[src/rtl/pgw_pkg.sv]
package pgw_pkg;

    typedef enum logic [2:0] {
        ST_IDLE,
        ST_ADDR,
        ST_DATA,
        ST_SKIP,
        ST_COMMIT,
        ST_BUSY
    } pgw_state_e;

    localparam logic [7:0] OPC_PAGE_WRITE = 8'h02;
    localparam int         ADDR_BYTES     = 3;

endpackage

[src/rtl/pgw_busy_timer.sv]
module pgw_busy_timer #(
    parameter int TICKS = 40
) (
    input  logic clk,
    input  logic rst_n,
    input  logic start,
    output logic done
);
    localparam int CW = (TICKS < 2) ? 1 : $clog2(TICKS);
    localparam logic [CW-1:0] LAST = CW'(TICKS - 1);

    logic [CW-1:0] cnt;
    logic          run;

    always_ff @(posedge clk or negedge rst_n) begin
        if (!rst_n) begin
            cnt <= '0;
            run <= 1'b0;
        end else if (start) begin
            cnt <= '0;
            run <= 1'b1;
        end else if (run) begin
            if (cnt == LAST) begin
                cnt <= '0;
                run <= 1'b0;
            end else begin
                cnt <= cnt + 1'b1;
            end
        end
    end

    assign done = run && (cnt == LAST);

    // the busy window never runs past its programmed length
    assert_cnt_bound_R8: assert property (@(posedge clk) disable iff (!rst_n)
        run |-> (cnt <= LAST));

    // expiry is reported once and the timer then stops
    assert_done_stops_R8: assert property (@(posedge clk) disable iff (!rst_n)
        (done && !start) |=> !run);

endmodule

[src/rtl/pgw_page_buf.sv]
module pgw_page_buf #(
    parameter int OFF_W = 8
) (
    input  logic             clk,
    input  logic             rst_n,
    input  logic             clr,
    input  logic             wr_en,
    input  logic [OFF_W-1:0] wr_idx,
    input  logic [7:0]       wr_data,
    input  logic [OFF_W-1:0] rd_idx,
    output logic [7:0]       rd_data,
    output logic             rd_vld
);
    localparam int DEPTH = 1 << OFF_W;

    logic [7:0]       mem [DEPTH];
    logic [DEPTH-1:0] vld;

    always_ff @(posedge clk) begin
        if (wr_en) mem[wr_idx] <= wr_data;
    end

    always_ff @(posedge clk or negedge rst_n) begin
        if (!rst_n)      vld <= '0;
        else if (clr)    vld <= '0;
        else if (wr_en)  vld[wr_idx] <= 1'b1;
    end

    assign rd_data = mem[rd_idx];
    assign rd_vld  = vld[rd_idx];

    // a new frame starts with an empty staging page
    assert_clr_empties_R3: assert property (@(posedge clk) disable iff (!rst_n)
        clr |=> (vld == '0));

    // a loaded slot reads back as loaded
    assert_slot_marked_R3: assert property (@(posedge clk) disable iff (!rst_n)
        (wr_en && !clr && (wr_idx == rd_idx)) |=> $past(wr_idx) != rd_idx || rd_vld);

endmodule

[src/rtl/pgw_ctrl.sv]
module pgw_ctrl
    import pgw_pkg::*;
#(
    parameter int ADDR_W = 17,
    parameter int OFF_W  = 8
) (
    input  logic                    clk,
    input  logic                    rst_n,
    input  logic                    rx_valid,
    input  logic [7:0]              rx_byte,
    input  logic                    frm_end,
    input  logic                    frm_aligned,
    input  logic                    wel_in,
    input  logic                    prot_hit,
    input  logic                    buf_vld,
    input  logic                    tmr_done,
    output logic                    buf_clr,
    output logic                    buf_wr,
    output logic [OFF_W-1:0]        wr_idx,
    output logic [OFF_W-1:0]        rd_idx,
    output logic [ADDR_W-OFF_W-1:0] page,
    output logic                    tmr_start,
    output logic                    commit_we,
    output logic                    wip,
    output logic                    wel_clr
);
    localparam int PAGE_W = ADDR_W - OFF_W;
    localparam logic [OFF_W-1:0] SLOT_LAST = '1;
    localparam logic [1:0] ABYTE_LAST = 2'(ADDR_BYTES - 1);

    pgw_state_e      state, nxt;
    logic [15:0]     ashift;
    logic [1:0]      acnt;
    logic [OFF_W-1:0] ptr, slot;
    logic            loaded;
    logic            in_frame;
    logic            accept;
    logic [23:0]     addr_full;

    assign accept    = (rx_byte == OPC_PAGE_WRITE) && wel_in;
    assign addr_full = {ashift, rx_byte};

    always_comb begin
        nxt = state;
        unique case (state)
            ST_IDLE:   if (rx_valid) nxt = accept ? ST_ADDR : ST_SKIP;
            ST_ADDR: begin
                if (frm_end) nxt = ST_IDLE;
                else if (rx_valid && acnt == ABYTE_LAST) nxt = ST_DATA;
            end
            ST_DATA: begin
                if (frm_end)
                    nxt = (frm_aligned && loaded && !prot_hit) ? ST_COMMIT : ST_IDLE;
            end
            ST_SKIP:   if (frm_end) nxt = ST_IDLE;
            ST_COMMIT: if (slot == SLOT_LAST) nxt = ST_BUSY;
            ST_BUSY: begin
                if (tmr_done) begin
                    if (frm_end)                    nxt = ST_IDLE;
                    else if (in_frame || rx_valid)  nxt = ST_SKIP;
                    else                            nxt = ST_IDLE;
                end
            end
            default:   nxt = ST_IDLE;
        endcase
    end

    always_ff @(posedge clk or negedge rst_n) begin
        if (!rst_n) state <= ST_IDLE;
        else        state <= nxt;
    end

    always_ff @(posedge clk or negedge rst_n) begin
        if (!rst_n) begin
            ashift   <= '0;
            acnt     <= '0;
            ptr      <= '0;
            slot     <= '0;
            page     <= '0;
            loaded   <= 1'b0;
            in_frame <= 1'b0;
        end else begin
            if (frm_end)       in_frame <= 1'b0;
            else if (rx_valid) in_frame <= 1'b1;

            unique case (state)
                ST_IDLE: begin
                    if (rx_valid && accept) begin
                        acnt   <= '0;
                        loaded <= 1'b0;
                    end
                end
                ST_ADDR: begin
                    if (rx_valid && !frm_end) begin
                        ashift <= {ashift[7:0], rx_byte};
                        acnt   <= acnt + 1'b1;
                        if (acnt == ABYTE_LAST) begin
                            page <= addr_full[ADDR_W-1:OFF_W];
                            ptr  <= addr_full[OFF_W-1:0];
                        end
                    end
                end
                ST_DATA: begin
                    if (frm_end) begin
                        slot <= '0;
                    end else if (rx_valid) begin
                        ptr    <= ptr + 1'b1;
                        loaded <= 1'b1;
                    end
                end
                ST_COMMIT: slot <= slot + 1'b1;
                default: ;
            endcase
        end
    end

    always_comb begin
        buf_clr   = (state == ST_IDLE) && rx_valid && accept;
        buf_wr    = (state == ST_DATA) && rx_valid && !frm_end;
        wr_idx    = ptr;
        rd_idx    = slot;
        tmr_start = (state == ST_COMMIT) && (slot == SLOT_LAST);
        commit_we = (state == ST_COMMIT) && buf_vld;
        wip       = (state == ST_COMMIT) || (state == ST_BUSY);
        wel_clr   = (state == ST_BUSY) && tmr_done;
    end

    // a write cycle only starts after an aligned frame end
    assert_commit_aligned_R4: assert property (@(posedge clk) disable iff (!rst_n)
        $rose(wip) |-> $past(frm_end && frm_aligned));

    // a protected target never starts a write cycle
    assert_commit_unprotected_R6: assert property (@(posedge clk) disable iff (!rst_n)
        $rose(wip) |-> !$past(prot_hit));

    // the staging page is untouched during the write cycle
    assert_no_load_busy_R9: assert property (@(posedge clk) disable iff (!rst_n)
        wip |-> !(buf_wr || buf_clr));

endmodule

[src/rtl/pgw_top.sv]
module pgw_top #(
    parameter int ADDR_W     = 17,
    parameter int OFF_W      = 8,
    parameter int BUSY_TICKS = 40
) (
    input  logic              clk,
    input  logic              rst_n,
    input  logic              rx_valid,
    input  logic [7:0]        rx_byte,
    input  logic              frm_end,
    input  logic              frm_aligned,
    input  logic              wel_in,
    input  logic              prot_hit,
    output logic              arr_we,
    output logic [ADDR_W-1:0] arr_addr,
    output logic [7:0]        arr_data,
    output logic              wip,
    output logic              wel_clr
);
    localparam int PAGE_W = ADDR_W - OFF_W;

    logic              buf_clr, buf_wr, buf_vld, tmr_start, tmr_done, commit_we;
    logic [OFF_W-1:0]  wr_idx, rd_idx;
    logic [PAGE_W-1:0] page;
    logic [7:0]        buf_q;

    pgw_ctrl #(.ADDR_W(ADDR_W), .OFF_W(OFF_W)) u_ctrl (
        .clk(clk), .rst_n(rst_n), .rx_valid(rx_valid), .rx_byte(rx_byte),
        .frm_end(frm_end), .frm_aligned(frm_aligned), .wel_in(wel_in),
        .prot_hit(prot_hit), .buf_vld(buf_vld), .tmr_done(tmr_done),
        .buf_clr(buf_clr), .buf_wr(buf_wr), .wr_idx(wr_idx), .rd_idx(rd_idx),
        .page(page), .tmr_start(tmr_start), .commit_we(commit_we),
        .wip(wip), .wel_clr(wel_clr)
    );

    pgw_page_buf #(.OFF_W(OFF_W)) u_buf (
        .clk(clk), .rst_n(rst_n), .clr(buf_clr), .wr_en(buf_wr),
        .wr_idx(wr_idx), .wr_data(rx_byte), .rd_idx(rd_idx),
        .rd_data(buf_q), .rd_vld(buf_vld)
    );

    pgw_busy_timer #(.TICKS(BUSY_TICKS)) u_tmr (
        .clk(clk), .rst_n(rst_n), .start(tmr_start), .done(tmr_done)
    );

    assign arr_we   = commit_we;
    assign arr_addr = {page, rd_idx};
    assign arr_data = buf_q;

    // array writes happen only inside the write cycle
    assert_we_inside_wip_R7: assert property (@(posedge clk) disable iff (!rst_n)
        arr_we |-> wip);

    // writes within one cycle go to strictly rising addresses
    assert_ascending_R7: assert property (@(posedge clk) disable iff (!rst_n)
        (arr_we && $past(wip) && $past(arr_we)) |-> (arr_addr > $past(arr_addr)));

    // latch clear is the final cycle of the busy window
    assert_wclr_ends_wip_R8: assert property (@(posedge clk) disable iff (!rst_n)
        wel_clr |-> wip ##1 !wip);

    // quiet outputs right after reset
    assert_reset_quiet_R1: assert property (@(posedge clk)
        !rst_n |=> (!wip && !arr_we && !wel_clr));

endmodule

[config.mk]
export PLATFORM = sky130hd
export DESIGN_NAME = pgw_top
export DESIGN_NICKNAME = d
export VERILOG_FILES = /design/src/rtl/pgw_pkg.sv /design/src/rtl/pgw_busy_timer.sv /design/src/rtl/pgw_page_buf.sv /design/src/rtl/pgw_ctrl.sv /design/src/rtl/pgw_top.sv
export SDC_FILE = /design/constraint.sdc
export NUM_CORES = 2
export LEC_CHECK = 0
export ABC_AREA = 1
export BUFFER_PORTS_ARGS = -buffer_cell sky130_fd_sc_hd__buf_2
export CAP_MARGIN = 5
export CORE_ASPECT_RATIO = 1.2
export CORE_MARGIN = 2
export CORE_UTILIZATION = 50
export DETAILED_ROUTE_END_ITERATION = 6
export PLACE_DENSITY_LB_ADDON = 0.15
export SYNTH_ARGS = -nofsm -noshare
export SYNTH_HDL_FRONTEND = slang
export SYNTH_HIERARCHICAL = 1
export SYNTH_SLANG_ARGS = --single-unit
[constraint.sdc]
create_clock -name clk -period 3.6 [get_ports clk]
set_clock_uncertainty 0.05 [all_clocks]
set_input_delay 0.72 -clock clk [delete_from_list [all_inputs] [get_ports clk]]
set_output_delay 0.72 -clock clk [all_outputs]
set_load 0.02 [all_outputs]
==> flow_summary.toml <==
[hold_path]
hold_path.class = "primary input to register"
hold_depth = 1

[pwr]
p_sw_share_pct = 20.1
switching_power_uw = 11100
ir_worst_vdd_uv = 543
seqPwrFrac_pct = 54.3
p_int_uw = 44000
p_per_area_nw_per_um2 = 465
p_leak_uw = 0.0444
combPwrFrac_pct = 1.6
p_clk_share_pct = 44.1

[setup_path]
rr_endpoint = "u_buf/mem[90][2]"
r2r_slack_ns = 0.22
critPathMostFrequentCell = "nand3_2"
critical_path.max_stage_delay_ns = 0.50
endpoint = "arr_data[1]"
cp-end-kind = "primary output"
cp.depth = 18
cp_top_family = "buffers and inverters"
crit_chain = "buf_12 -> clkinv_16 -> buf_16 -> buf_12 -> buf_8 -> buf_16 -> nand2_2 -> nand3_2 -> nand3_2 -> nand3_4 -> nand3_4 -> nand3_2 -> nand3_2 -> buf_6 -> nand2_4 -> nand2_4 -> nand2_4 -> buf_6"
startpoint_type = "register"
criticalPathCategory = "register to primary output"
worstPathRequired_ns = 2.83
r2r-start = "u_ctrl/state[0]"
slowest_stage = "dfrtp_4"
crit_arrival_ns = 3.39
critPathBufInv = 8
reg2regPathDepth = 11
path_max_fanout = 7
critPathLaunch = "u_ctrl/rd_idx[0]"

[routing]
vias = 69950
via_per_inst = 5.83
drt-total-wl_um = 298000
route.detailed.drc = 0
wl_per_cell_um = 24.9
drt_first_pass_iters = 7
drt-initial-drc-count = 8045
final_antenna_net_count = 0

[die]
initial_utilization_pct = 50.1
rows = 177
dieHeight_um = 486
die_area_um2 = 197000
core_um2 = 193000
ioPinCount = 43
die_x_um = 406

[global_routing]
antenna_found_initial = 6
grt_max_degree = 151
overflow = 0
grt_use_total_pct = 30.0
grt_pass1_vias = 67783
grt_pass1_wl_um = 440000

[timing]
fin_crit_sh_pct = 116
rsz0062_at_grt = "true"
maxSlewViolCount = 0
fin_crit_ns = 4.16
final-setup-viol-count = 9
fin_ws_ns = -0.564
tightest_slew_ns = 1.12
relSlewSlack_pct = 25.3
fmax_mhz = 240
finalHoldViolCount = 0

[yosys]
yosys_register_bits = 2352
synth_edf_count = 2048
syn_nets = 8753
synth.avg_cell_area_um2 = 11.1
ys_types = 38
synthFlopType = "edfxtp_1"
async_flop_share_pct = 12.9
synth_area_um2 = 96900
seq_area_frac_synth_pct = 71.3
synthCells = 8734
synth-warning-count = 6

[clock_network]
cts_tree = "yes"
clock-sinks = 2352
cts_buffers = 225
htreeDepth = 4
clk_latency_ns = 0.88
path_clk_slew_ns = 0.07
clockBufferDepth = 3
cts-root-buf = "clkbuf_16"

[placed_design]
gp_congestion = 0.879
dp_hpwl_um = 172000
preCtsSetupSlack_ns = -0.141
io_buffer_count = 42

[outcome]
status = "complete, but fails checks"
violations = "negative setup slack"

[layout]
drive_gt1_share_pct = 19.0
utilization_pct = 61.3
area_growth_syn_to_layout_pct = 22.3
regArea_um2 = 69100
n_fill_cell = 15027
final_nets = 9218
multi_input_area_um2 = 28200

[run]
drv_cap = 0
flip-flops by register name (all words and copies together), names as in the netlist:
register / count
u_ctrl/in_frame: 1
u_buf/vld: 256
u_buf/mem: 2048
u_ctrl/ashift: 9
u_tmr/run: 1
u_tmr/cnt: 6
u_ctrl/state: 3
u_ctrl/acnt: 2
u_ctrl/page: 9
u_ctrl/loaded: 1
u_ctrl/rd_idx: 8
u_ctrl/wr_idx: 8
kinds of logic after synthesis:
group	share of synthesized area, %
AO/OA/AOI/OAI	0.284
XOR/XNOR	0.0271
adder cells (fa/ha/maj)	0.0516
buffers and inverters	3.31
flip-flops	71.3
AND/OR/NAND/NOR	25.0
metrics by stage:
step | total power [uW] | hold slack, ns | TNS [ns] | instance area, um^2 | cells
after floorplan | 30600 | 0.374 | 0 | 96900 | 8734
after global placement | 31300 | 0.408 | -0.361 | 104000 | 11436
after detailed placement | 31300 | 0.421 | -0.327 | 104000 | 11436
after CTS | 55300 | 0.0205 | -5.10 | 117000 | 11978
after global routing | 56400 | 0.0511 | -5.47 | 119000 | 11996
final | 55100 | 0.0822 | -4.90 | 119000 | 11999
metal layers:
metal | part of all wire [%] | vias up | GRT usage (%) | routed length, um
li1 | - | 31314 | - | -
met1 | 39 | 34773 | 40.6 | 116000
met2 | 49 | 3240 | 48.9 | 145000
met3 | 8.3 | 619 | 4.36 | 24600
met4 | 4.2 | 4 | 12.0 | 12500
met5 | 0.011 | - | 0 | 34
final cells by class:
type / count / share of cell area [%]
flip-flops and latches: 2352 / 58.3
diodes: 5 / 0.0106
clock inverters: 100 / 0.966
repair inverters: 4 / 0.0718
inverters: 116 / 0.430
multi-input cells: 5700 / 23.8
clock buffers: 327 / 5.44
repair buffers: 800 / 8.23
well taps: 2595 / 2.74
synth_stat cells (5+ instances only):
cell type	instances	area (um^2)
nand2_1	2462	9240
nand3_1	2306	11500
edfxtp_1	2048	61500
nor2_1	850	3190
buf_2	353	1770
dfrtp_1	304	7610
clkbuf_1	125	469
inv_1	100	375
buf_1	43	161
buf_4	36	270
o21ai_0	10	50.1
buf_6	9	101
inv_2	8	30.0
o21ai_1	8	40.0
a21oi_1	7	35.0
nor2_4	6	67.6
nor3_1	6	30.0
o21ai_2	6	52.6
clkinv_1	5	18.8
o21ba_2	5	50.1
worst min path at each step:
stage | startpoint | end | slack [ns]
after global placement | u_ctrl/page[3] | u_ctrl/page[3] | 0.41
after floorplan | rst_n | u_buf/vld[0] | 0.37
after CTS | rx_byte[1] | u_buf/mem[154][1] | 0.02
after detailed placement | u_ctrl/page[7] | u_ctrl/page[7] | 0.42
final | rx_byte[1] | u_buf/mem[150][1] | 0.08
after global routing | rx_byte[1] | u_buf/mem[154][1] | 0.05
power groups by stage:
| stage | logic, uW | clock network [uW] | registers (uW) |
|---|---|---|---|
| 2_1_floorplan | 215 | 0 | 30400 |
| 3_3_place_gp | 873 | 0 | 30400 |
| 3_5_place_dp | 897 | 0 | 30500 |
| 4_1_cts | 910 | 24600 | 29900 |
| 5_1_grt | 991 | 25600 | 29900 |
| 6_report | 907 | 24300 | 29900 |
cells in the final DEF (no fill, tap or decap), drive strengths merged:
cell / Yosys / layout
xor2: 1 / 1
or2: 2 / 2
o22ai: 1 / 1
o21a: 1 / 1
o21ai: 24 / 24
o21ba: 5 / 5
a21boi: 1 / 1
a21oi: 10 / 10
nor3: 6 / 6
clkbuf: 125 / 337
clkinvlp: 0 / 5
buf: 441 / 768
ha: 4 / 4
clkinv: 5 / 73
edfxtp: 2048 / 2048
bufbuf: 0 / 21
inv: 111 / 120
nand3: 2309 / 2309
dlygate4sd3: 0 / 1
nor2: 860 / 860
dfrtp: 304 / 304
bufinv: 0 / 22
diode: 0 / 5
nand2: 2469 / 2469
nand4: 4 / 4
nand3b: 1 / 1
xnor2: 2 / 2
repair_timing:
action                     in CTS  in global routing
pin swaps                     161                153
hold buffers                    1                  0
hold endpoints to repair       64                  0
setup endpoints to repair       9                  9
cloned                         58                 10
buffers inserted               56                 11
gates resized for setup       647                275
No activity file was read; power rests on OpenSTA's default activity.
